### config.mk
export PLATFORM = sky130hd
export DESIGN_NAME = led_pwm_gen
export DESIGN_NICKNAME = d
export VERILOG_FILES = /design/src/rtl/led_pwm_pkg.sv /design/src/rtl/led_pwm_regs.sv /design/src/rtl/led_pwm_timebase.sv /design/src/rtl/led_pwm_duty.sv /design/src/rtl/led_pwm_gen.sv
export SDC_FILE = /design/constraint.sdc
export NUM_CORES = 1
export LEC_CHECK = 0
export ABC_CLOCK_PERIOD_IN_PS = 2420
export BUFFER_PORTS_ARGS = -buffer_cell sky130_fd_sc_hd__clkbuf_2
export CAP_MARGIN = 40
export CORE_ASPECT_RATIO = 0.6
export CORE_MARGIN = 1
export CORE_UTILIZATION = 56
export CTS_CLUSTER_SIZE = 20
export DETAILED_ROUTE_END_ITERATION = 10
export PLACE_DENSITY = 0.84
export SYNTH_ARGS = -nofsm -noshare
export SYNTH_HDL_FRONTEND = slang
export SYNTH_SLANG_ARGS = --single-unit
### constraint.sdc
create_clock -name clk -period 2.42 [get_ports clk]
set_input_delay 0.363 -clock clk [delete_from_list [all_inputs] [get_ports clk]]
set_output_delay 0.363 -clock clk [all_outputs]
set_load 0.01 [all_outputs]
### src/rtl/led_pwm_pkg.sv
package led_pwm_pkg;

  localparam int DUTY_W = 8;
  localparam logic [DUTY_W-1:0] DUTY_MAX = '1;

  localparam int CFG_MODE_LSB = 0;
  localparam int CFG_FAST_BIT = 2;
  localparam int CFG_XFER_BIT = 6;
  localparam int CFG_SRST_BIT = 7;

  localparam int ADDR_CTRL  = 0;
  localparam int ADDR_LEVEL = 1;
  localparam int ADDR_TIME  = 2;

  typedef enum logic [1:0] {
    MODE_OFF  = 2'd0,
    MODE_RSVD = 2'd1,
    MODE_PWM  = 2'd2,
    MODE_ON   = 2'd3
  } pwm_mode_e;

  // Output level for one step of the period.
  function automatic logic level_for(pwm_mode_e m, logic [DUTY_W-1:0] duty,
                                     logic [DUTY_W-1:0] step_cnt);
    case (m)
      MODE_ON:  level_for = 1'b1;
      MODE_PWM: level_for = (duty == DUTY_MAX) ? 1'b1 : (step_cnt < duty);
      default:  level_for = 1'b0;
    endcase
  endfunction

  // Last step of a period reached on this step pulse.
  function automatic logic is_last_step(logic [DUTY_W-1:0] step_cnt);
    is_last_step = (step_cnt == DUTY_MAX);
  endfunction

endpackage

### src/rtl/led_pwm_regs.sv
module led_pwm_regs
  import led_pwm_pkg::*;
#(
  parameter int LD_W   = 12,
  parameter int DATA_W = 32,
  parameter int ADDR_W = 3
) (
  input  logic              clk,
  input  logic              rst_n,
  input  logic              wr_en_i,
  input  logic [ADDR_W-1:0] addr_i,
  input  logic [DATA_W-1:0] wdata_i,
  output logic [DATA_W-1:0] rdata_o,
  input  logic              period_end_i,
  output pwm_mode_e         mode_o,
  output logic              fast_o,
  output logic [DUTY_W-1:0] duty_o,
  output logic [LD_W-1:0]   active_ld_o,
  output logic              soft_rst_o
);
  localparam int LIM_W = 2 * DUTY_W;
  localparam int DLY_W = 2 * LD_W;

  pwm_mode_e         mode_q;
  logic              fast_q;
  logic              xfer_pend_q;
  logic [LIM_W-1:0]  level_q;
  logic [DLY_W-1:0]  shadow_q;
  logic [LD_W-1:0]   active_ld_q;

  logic wr_ctrl, wr_level, wr_time, xfer_evt;
  logic unused_wbits;

  assign wr_ctrl    = wr_en_i && (addr_i == ADDR_W'(ADDR_CTRL));
  assign wr_level   = wr_en_i && (addr_i == ADDR_W'(ADDR_LEVEL));
  assign wr_time    = wr_en_i && (addr_i == ADDR_W'(ADDR_TIME));
  assign soft_rst_o = wr_ctrl && wdata_i[CFG_SRST_BIT];
  assign xfer_evt   = xfer_pend_q && period_end_i;
  assign unused_wbits = ^{wdata_i[DATA_W-1:DLY_W], wdata_i[5:3]};

  always_ff @(posedge clk or negedge rst_n) begin
    if (!rst_n) begin
      mode_q      <= MODE_OFF;
      fast_q      <= 1'b0;
      xfer_pend_q <= 1'b0;
      level_q     <= '0;
      shadow_q    <= '0;
      active_ld_q <= '0;
    end else if (soft_rst_o) begin
      mode_q      <= MODE_OFF;
      fast_q      <= 1'b0;
      xfer_pend_q <= 1'b0;
      level_q     <= '0;
      shadow_q    <= '0;
      active_ld_q <= '0;
    end else begin
      if (wr_ctrl) begin
        mode_q <= pwm_mode_e'(wdata_i[CFG_MODE_LSB +: 2]);
        fast_q <= wdata_i[CFG_FAST_BIT];
      end
      if (wr_level) level_q  <= wdata_i[LIM_W-1:0];
      if (wr_time)  shadow_q <= wdata_i[DLY_W-1:0];
      if (xfer_evt) active_ld_q <= shadow_q[LD_W-1:0];
      if (wr_ctrl && wdata_i[CFG_XFER_BIT]) xfer_pend_q <= 1'b1;
      else if (xfer_evt)                    xfer_pend_q <= 1'b0;
    end
  end

  always_comb begin
    rdata_o = '0;
    case (addr_i)
      ADDR_W'(ADDR_CTRL): begin
        rdata_o[CFG_MODE_LSB +: 2] = mode_q;
        rdata_o[CFG_FAST_BIT]      = fast_q;
        rdata_o[CFG_XFER_BIT]      = xfer_pend_q;
      end
      ADDR_W'(ADDR_LEVEL): rdata_o[LIM_W-1:0] = level_q;
      ADDR_W'(ADDR_TIME):  rdata_o[DLY_W-1:0] = shadow_q;
      default:             rdata_o = '0;
    endcase
  end

  assign mode_o      = mode_q;
  assign fast_o      = fast_q;
  assign duty_o      = level_q[DUTY_W-1:0];
  assign active_ld_o = active_ld_q;

  // active prescale only moves on a transfer or a soft reset
  assert_ld_hold_R4: assert property (@(posedge clk) disable iff (!rst_n)
    (!xfer_evt && !soft_rst_o) |=> $stable(active_ld_q));

  // a pending request is consumed at the period boundary
  assert_xfer_clear_R5: assert property (@(posedge clk) disable iff (!rst_n)
    (xfer_evt && !soft_rst_o && !(wr_ctrl && wdata_i[CFG_XFER_BIT])) |=> !xfer_pend_q);

  // soft reset returns all state to defaults
  assert_soft_reset_R8: assert property (@(posedge clk) disable iff (!rst_n)
    soft_rst_o |=> (mode_q == MODE_OFF && level_q == '0 && shadow_q == '0 &&
                    !xfer_pend_q && active_ld_q == '0 && !fast_q));

endmodule

### src/rtl/led_pwm_timebase.sv
module led_pwm_timebase #(
  parameter int LD_W = 12
) (
  input  logic            clk,
  input  logic            rst_n,
  input  logic            clr_i,
  input  logic            fast_i,
  input  logic            slow_tick_i,
  input  logic [LD_W-1:0] ld_i,
  output logic            step_o
);
  logic [LD_W-1:0] pre_cnt_q;
  logic            tick;
  logic            pre_wrap;

  assign tick     = fast_i || slow_tick_i;
  assign pre_wrap = (pre_cnt_q == ld_i);
  assign step_o   = !clr_i && tick && pre_wrap;

  always_ff @(posedge clk or negedge rst_n) begin
    if (!rst_n)       pre_cnt_q <= '0;
    else if (clr_i)   pre_cnt_q <= '0;
    else if (tick)    pre_cnt_q <= pre_wrap ? '0 : pre_cnt_q + 1'b1;
  end

  // the prescale counter never runs past the active prescale value
  assert_pre_bound_R1: assert property (@(posedge clk) disable iff (!rst_n)
    pre_cnt_q <= ld_i);

  // with no tick selected the prescaler holds its count
  assert_no_tick_hold_R7: assert property (@(posedge clk) disable iff (!rst_n)
    (!fast_i && !slow_tick_i && !clr_i) |=> $stable(pre_cnt_q));

endmodule

### src/rtl/led_pwm_duty.sv
module led_pwm_duty
  import led_pwm_pkg::*;
(
  input  logic              clk,
  input  logic              rst_n,
  input  logic              clr_i,
  input  logic              step_i,
  input  pwm_mode_e         mode_i,
  input  logic [DUTY_W-1:0] duty_i,
  output logic              period_end_o,
  output logic              led_o
);
  logic [DUTY_W-1:0] step_cnt_q;
  logic              led_q;

  assign period_end_o = step_i && is_last_step(step_cnt_q);

  always_ff @(posedge clk or negedge rst_n) begin
    if (!rst_n)      step_cnt_q <= '0;
    else if (clr_i)  step_cnt_q <= '0;
    else if (step_i) step_cnt_q <= step_cnt_q + 1'b1;
  end

  always_ff @(posedge clk or negedge rst_n) begin
    if (!rst_n) led_q <= 1'b0;
    else        led_q <= level_for(mode_i, duty_i, step_cnt_q);
  end

  assign led_o = led_q;

  // a period boundary restarts the step count
  assert_wrap_R1: assert property (@(posedge clk) disable iff (!rst_n)
    period_end_o |=> (step_cnt_q == '0));

  // duty zero keeps the pin low, full duty keeps it high
  assert_duty_zero_low_R2: assert property (@(posedge clk) disable iff (!rst_n)
    (mode_i == MODE_PWM && duty_i == '0) |=> !led_q);
  assert_duty_full_high_R2: assert property (@(posedge clk) disable iff (!rst_n)
    (mode_i == MODE_PWM && duty_i == DUTY_MAX) |=> led_q);

  // forced modes
  assert_forced_on_R6: assert property (@(posedge clk) disable iff (!rst_n)
    (mode_i == MODE_ON) |=> led_q);
  assert_off_low_R6: assert property (@(posedge clk) disable iff (!rst_n)
    (mode_i == MODE_OFF || mode_i == MODE_RSVD) |=> (!led_q && step_cnt_q == '0));

endmodule

### src/rtl/led_pwm_gen.sv
module led_pwm_gen
  import led_pwm_pkg::*;
#(
  parameter int LD_W   = 12,
  parameter int DATA_W = 32,
  parameter int ADDR_W = 3
) (
  input  logic              clk,
  input  logic              rst_n,
  input  logic              slow_tick,
  input  logic              bus_wr,
  input  logic [ADDR_W-1:0] bus_addr,
  input  logic [DATA_W-1:0] bus_wdata,
  output logic [DATA_W-1:0] bus_rdata,
  output logic              led_out
);
  pwm_mode_e         mode;
  logic              fast_sel;
  logic [DUTY_W-1:0] duty;
  logic [LD_W-1:0]   active_ld;
  logic              soft_rst;
  logic              period_end;
  logic              step;
  logic              cnt_clr;

  assign cnt_clr = soft_rst || (mode != MODE_PWM);

  led_pwm_regs #(.LD_W(LD_W), .DATA_W(DATA_W), .ADDR_W(ADDR_W)) u_regs (
    .clk(clk), .rst_n(rst_n),
    .wr_en_i(bus_wr), .addr_i(bus_addr), .wdata_i(bus_wdata), .rdata_o(bus_rdata),
    .period_end_i(period_end),
    .mode_o(mode), .fast_o(fast_sel), .duty_o(duty),
    .active_ld_o(active_ld), .soft_rst_o(soft_rst)
  );

  led_pwm_timebase #(.LD_W(LD_W)) u_time (
    .clk(clk), .rst_n(rst_n), .clr_i(cnt_clr),
    .fast_i(fast_sel), .slow_tick_i(slow_tick), .ld_i(active_ld),
    .step_o(step)
  );

  led_pwm_duty u_duty (
    .clk(clk), .rst_n(rst_n), .clr_i(cnt_clr), .step_i(step),
    .mode_i(mode), .duty_i(duty),
    .period_end_o(period_end), .led_o(led_out)
  );

endmodule

==> flow_summary.ini, run 1 <==
[outcome]
status = finished, final reports clean

[setup_path]
crit_arrival_ps = 2500
worstSetupEndpointType = flip-flop
start_kind = flip-flop
worstPathRequired_ps = 2680
r2r_cells = 5
critPathMaxFanout = 11
crit_type = flip-flop to flip-flop

[timing]
finalHoldViolations = 0
finalCritPeriodShare = 0.923
finClkSkew_ps = 6.61
slew_headroom = 0.403
worst_pin_slew_ps = 890
setup_viol = 0
rsz0062_at_grt = false
drv_slew = 0
fin_tns_setup_ps = 0
layout_min_cycle_time_ps = 2230
max_freq_ghz = 0.448

[drt]
vias = 3801
drc = 0
post_drt_wl_per_cell_um = 16.9
vias_per_cell = 5.88
drt_iter0_drc = 421
ant_nets = 0
first_pass_iters = 6
routed_wl_um = 10900

[power_and_ir_drop]
seqPwrFrac = 0.454
p_per_area_mw_per_mm2 = 682
clkPwrFrac = 0.415
p_switching_mw = 0.907
combPwrFrac = 0.131
peakVddDrop_mv = 0.450
p_sw_frac = 0.270
p_int_mw = 2.45
power_leakage_nw = 2.31

[synth]
synth_simple_gate_area_frac = 0.234
synthAdderAreaFrac = 0.0266
postSynthAreaPerCell_um2 = 8.76
yosys-mux-area-fraction = 0.0527
yosys.area.top_type_share = 0.456
syn_inst = 483
synth_enable_flop_cells = 0
synth_flop_cell = dfrtp_1
async_flop_share = 1.00
synth_compound_area_frac = 0.128
synth_top_area_cell = dfrtp_1
yosys_warnings = 0
synth_commonest_cells = 113 x nand2_1, 77 x dfrtp_1, 51 x a21oi_1, 38 x nor2_1
synth-seq-area-share = 0.456
synth_top_cells_by_area = dfrtp_1 46%, nand2_1 10%, a21oi_1 6.0%
synth_cell_types = 50
synth_top_family_by_area = simple AND/OR/NAND/NOR gates
yosysMostFrequentCell = nand2_1
ys_ff_latch = 77
netlist_area_mm2 = 0.00423
synth-xor-area-share = 0.0414

[layout]
finalInstanceArea_mm2 = 0.00493
fin_util = 0.675
syn_to_final_growth_pct = 16.5
final_cells = 646
n_antenna_cell = 0
final_layout_size_suffix_gt1_frac = 0.197
fin_nets = 585

[clocking]
hold_buffers = 0
cts_buffers = 9
clock_latency_ps = 350
cts.sinks = 77
root_buffer = clkbuf_16
clk_pin_slew_worst_paths_ps = 60
cts_setup_buffers = 0
h-tree-depth = 3
cts.repair.resized = 0
cts_tree = built
clockBufferDepth = 2

[die]
die_area_mm2 = 0.00792
die_w_um = 114
pin_count = 72
initial_utilization = 0.580
rows = 24
die_h_um = 69.3
design.core.area_mm2 = 0.00730

[hold_path]
hp-class = primary input to async pin

[global_routing]
grt_max_degree = 44
grt_pass1_wl_um = 17900
grt-ovfl-total = 0
antenna_found_initial = 0
grt_pass1_vias = 3645
grtUsageTotal = 0.299

[place]
place_area_mm2 = 0.00461
gp_congestion = 0.880
dp_hpwl_um = 7560
io_buffers = 55
dp_cells = 630

[run]
drv_cap = 0
[power by group through the flow]
stage | clock (mW) | sequential, mW | combinational (mW)
detailed placement | 0 | 1.54 | 0.435
global route | 1.46 | 1.54 | 0.497
global placement | 0 | 1.53 | 0.411
CTS | 1.41 | 1.52 | 0.440
floorplan | 0 | 1.50 | 0.282
finish | 1.40 | 1.52 | 0.442
[worst max-delay path, cell delays in order, from the launching register on]
cell and delay [ps]:
dfrtp_1 440, xnor2_1 300, nand4_1 200, or3_1 500, or4_1 550, a21oi_1 160
[cells in the final DEF, fill, tap and decap left out, types with 2 or more instances in the layout]
| master | count |
|---|---|
| o21ai_1 | 9 |
| xnor2_1 | 17 |
| nand3_1 | 5 |
| mux2i_1 | 5 |
| a22oi_1 | 12 |
| conb_1 | 8 |
| clkbuf_8 | 2 |
| nor3_1 | 2 |
| nor2b_1 | 16 |
| o21ai_0 | 7 |
| nand2_1 | 113 |
| and2_1 | 2 |
| inv_1 | 10 |
| nor4_1 | 3 |
| a21oi_1 | 51 |
| buf_4 | 18 |
| nor2_1 | 38 |
| o31ai_1 | 5 |
| nand4_1 | 10 |
| ha_1 | 9 |
| clkbuf_16 | 9 |
| mux2_4 | 10 |
| dfrtp_1 | 77 |
| clkbuf_2 | 54 |
| and3_1 | 12 |
| mux2_2 | 2 |
| or4_1 | 5 |
| xor2_1 | 3 |
[through the flow]
| stage | setup WS, ps | power (mW) | hold slack, ps |
|---|---|---|---|
| 2_1_floorplan | 341 | 1.78 | 67.4 |
| 3_3_place_gp | 230 | 1.95 | 389 |
| 3_5_place_dp | 204 | 1.98 | 393 |
| 4_1_cts | 194 | 3.37 | 28.1 |
| 5_1_grt | 43.8 | 3.49 | 58.0 |
| 6_report | 187 | 3.36 | 11.5 |
[state kept, by name, indices dropped and copies added, names as in the netlist]
register            flops
u_regs.level_q         16
u_duty.step_cnt_q       8
u_regs.xfer_pend_q      1
u_regs.active_ld_o     12
u_regs.fast_o           1
u_time.pre_cnt_q       12
u_regs.shadow_q        24
u_duty.led_o            1
u_regs.mode_o           2
[layer usage]
| metal | vias up | GRT usage | wire (um) |
|---|---|---|---|
| li1 | 1733 | - | - |
| met1 | 1864 | 0.419 | 4880 |
| met2 | 180 | 0.452 | 4970 |
| met3 | 24 | 0.0874 | 903 |
| met4 | 0 | 0.0851 | 142 |
| met5 | - | 0 | 0 |
[cells by family (layout without fill, tap and decap cells)]
family | after synthesis | after routing
adder cells (fa/ha/maj) | 9 | 9
AND/OR/NAND/NOR | 216 | 216
buffers and inverters | 49 | 101
AO/OA/AOI/OAI | 94 | 94
multiplexers | 17 | 17
flip-flops | 77 | 77
other | 1 | 8
XOR/XNOR | 20 | 20
[area by class of cell]
cell class	count	area, um2
fillers	562	2370
well taps	104	130
flip-flops and latches	77	1930
clock inverters	4	55.1
inverters	11	41.3
repair buffers	74	430
clock buffers	12	256
multi-input cells	364	2090
[path summary, 6_finish.rpt]
kind                                     start                    to  slack [ps]
min                                      rst_n   u_time.pre_cnt_q[8]          10
max in group asynchronous                rst_n      u_regs.mode_o[1]        1820
min reg2reg                u_regs.shadow_q[17]   u_regs.shadow_q[17]         520
max reg2reg                u_time.pre_cnt_q[9]  u_duty.step_cnt_q[6]         190
max                        u_time.pre_cnt_q[9]  u_duty.step_cnt_q[6]         190
min in group clk                 bus_wdata[22]   u_regs.shadow_q[22]         230
No activity file was read; power rests on OpenSTA's default activity.
==> run 2, diff against run 1 <==
--- a/config.mk
+++ b/config.mk
@@ -5,15 +5,15 @@
 export SDC_FILE = /design/constraint.sdc
 export NUM_CORES = 1
 export LEC_CHECK = 0
-export ABC_CLOCK_PERIOD_IN_PS = 2420
+export ABC_CLOCK_PERIOD_IN_PS = 2600
 export BUFFER_PORTS_ARGS = -buffer_cell sky130_fd_sc_hd__clkbuf_2
 export CAP_MARGIN = 40
 export CORE_ASPECT_RATIO = 0.6
 export CORE_MARGIN = 1
-export CORE_UTILIZATION = 56
+export CORE_UTILIZATION = 61
 export CTS_CLUSTER_SIZE = 20
 export DETAILED_ROUTE_END_ITERATION = 10
-export PLACE_DENSITY = 0.84
+export PLACE_DENSITY = 0.9
 export SYNTH_ARGS = -nofsm -noshare
 export SYNTH_HDL_FRONTEND = slang
 export SYNTH_SLANG_ARGS = --single-unit
==> constraint.sdc (replaced) <==
create_clock -name clk -period 2.6 [get_ports clk]
set_input_delay 0.39 -clock clk [delete_from_list [all_inputs] [get_ports clk]]
set_output_delay 0.39 -clock clk [all_outputs]
set_load 0.01 [all_outputs]
==> run 2 against run 1 <==
Net effect: via count barely moved; final area is 0.58% higher; worst setup slack gained 13 ps; sequential power shrank 7%; wire length is 1.5% lower; combinational power fell by 5.7%; count of clock-buffer cells in the layout shrank 2; highest routed layer unchanged.
==> flow_summary.ini, run 2 (same netlist as run 1, synthesis figures left out) <==
[timing]
finalHoldViolations = 0
finClkSkew_ps = 8.74
max_freq_ghz = 0.417
whs_ps = 266
fin_tns_setup_ps = 0
rsz0062_at_grt = false
layout_min_cycle_time_ps = 2400
worst_pin_slew_ps = 717
setup_viol = 0
worst_slack_ps = 200
drv_slew = 0
finalCritPeriodShare = 0.923
slew_headroom = 0.515

[clocking]
clockBufferDepth = 2
h-tree-depth = 3
root_buffer = clkbuf_16
cts_tree = built
cts_buffers = 9
cts.sinks = 77
clock_latency_ps = 340
clk_pin_slew_worst_paths_ps = 60

[setup_path]
rrSetupSlack_ps = 200
cp-endpoint = u_regs.active_ld_o[8]
reg2reg_from = u_time.pre_cnt_q[11]
r2r_end = u_regs.active_ld_o[8]
crit_arrival_ps = 2630
worstPathRequired_ps = 2820
crit_type = flip-flop to flip-flop
critPathMaxFanout = 12
crit_start = u_time.pre_cnt_q[11]
start_kind = flip-flop
worstSetupEndpointType = flip-flop
r2r_cells = 5

[run]
drv_cap = 0

[die]
die_h_um = 66.5
pin_count = 72
die_w_um = 109
rows = 23
initial_utilization = 0.633
die_area_mm2 = 0.00728
design.core.area_mm2 = 0.00668

[global_routing]
grt_pass1_vias = 3440
grtUsageTotal = 0.303
grt_max_degree = 66
grt-ovfl-total = 0
antenna_found_initial = 0
grt_pass1_wl_um = 16400

[layout]
final_layout_size_suffix_gt1_frac = 0.199
largest_register = u_regs.shadow_q
fin_util = 0.742
nFillCells = 466
largest_reg_flops = 24
syn_to_final_growth_pct = 17.2
largestRegisters = u_regs.shadow_q: 24 flops, u_regs.level_q: 16 flops
final_cell_mix = 113 x nand2_1, 77 x dfrtp_1, 54 x clkbuf_2
fin_nets = 586
final_common_cell = nand2_1
n_antenna_cell = 0

[outcome]
status = finished, final reports clean

[drt]
vias_per_cell = 6.03
ant_nets = 0
vias = 3800
drc = 0
first_pass_iters = 5
drt_iter0_drc = 436
post_drt_wl_per_cell_um = 17.0
routed_wl_um = 10700

[power_and_ir_drop]
p_per_area_mw_per_mm2 = 653
power_leakage_nw = 2.33
power.total_mw = 3.23
peakVddDrop_mv = 0.547

[hold_path]
hp-class = primary input to flip-flop

[place]
post-place-ws_ps = 65.9
dp_hpwl_um = 7260
io_buffers = 55
gp_congestion = 0.909
==> run 2: how the worst min path moves through the flow <==
stage	startpoint	endpoint	slack, ps	cells after the start
floorplan	rst_n	u_duty.led_o	90	0
global placement	u_regs.shadow_q[19]	u_regs.shadow_q[19]	500	2
detailed placement	rst_n	u_time.pre_cnt_q[9]	250	1
CTS	bus_wdata[20]	u_regs.shadow_q[20]	260	3
global route	bus_wdata[20]	u_regs.shadow_q[20]	270	3
finish	bus_wdata[20]	u_regs.shadow_q[20]	270	3
==> run 2: report_power, final <==
part | internal (mW) | total [mW] | switching (mW)
clock | 0.875 | 1.40 | 0.521
sequential | 1.32 | 1.42 | 0.105
combinational | 0.171 | 0.417 | 0.246
total | 2.36 | 3.23 | 0.872
==> run 2: metrics by stage <==
stage | instances | area, um2
final | 630 | 4950
after floorplan | 490 | 4260
after global placement | 612 | 4580
after detailed placement | 613 | 4600
after CTS | 630 | 4950
after global routing | 630 | 4950
==> run 2: what timing repair did <==
action | CTS | global route
buffers inserted | 0 | 0
hold endpoints to repair | 12 | 0
gates resized for setup | 0 | 1
endpoints found under the setup margin | 0 | 12
hold buffers | 1 | 0
==> run 2: worst max-delay path: stages, from the launching register on <==
cell and delay (ps):
dfrtp_1 420, xnor2_1 270, nand4_1 220, nor4_4 580
nand2_2 390, mux2_4 400
==> run 2: area by class of cell <==
cell class                 count  area (um2)  area share
sequential                    77        1930       0.389
tap                           87         109      0.0220
timing repair buffer          75         450      0.0909
inverter                      11        41.3     0.00833
clock inverter                 6        93.8      0.0189
clock buffer                  10         239      0.0482
multi-input combinational    364        2090       0.423
==> run 2: routing by layer <==
layer / GRT usage / part of all wire
met1: 0.417 / 0.44
met2: 0.454 / 0.46
met3: 0.0822 / 0.082
met4: 0.123 / 0.021
met5: 0 / 0
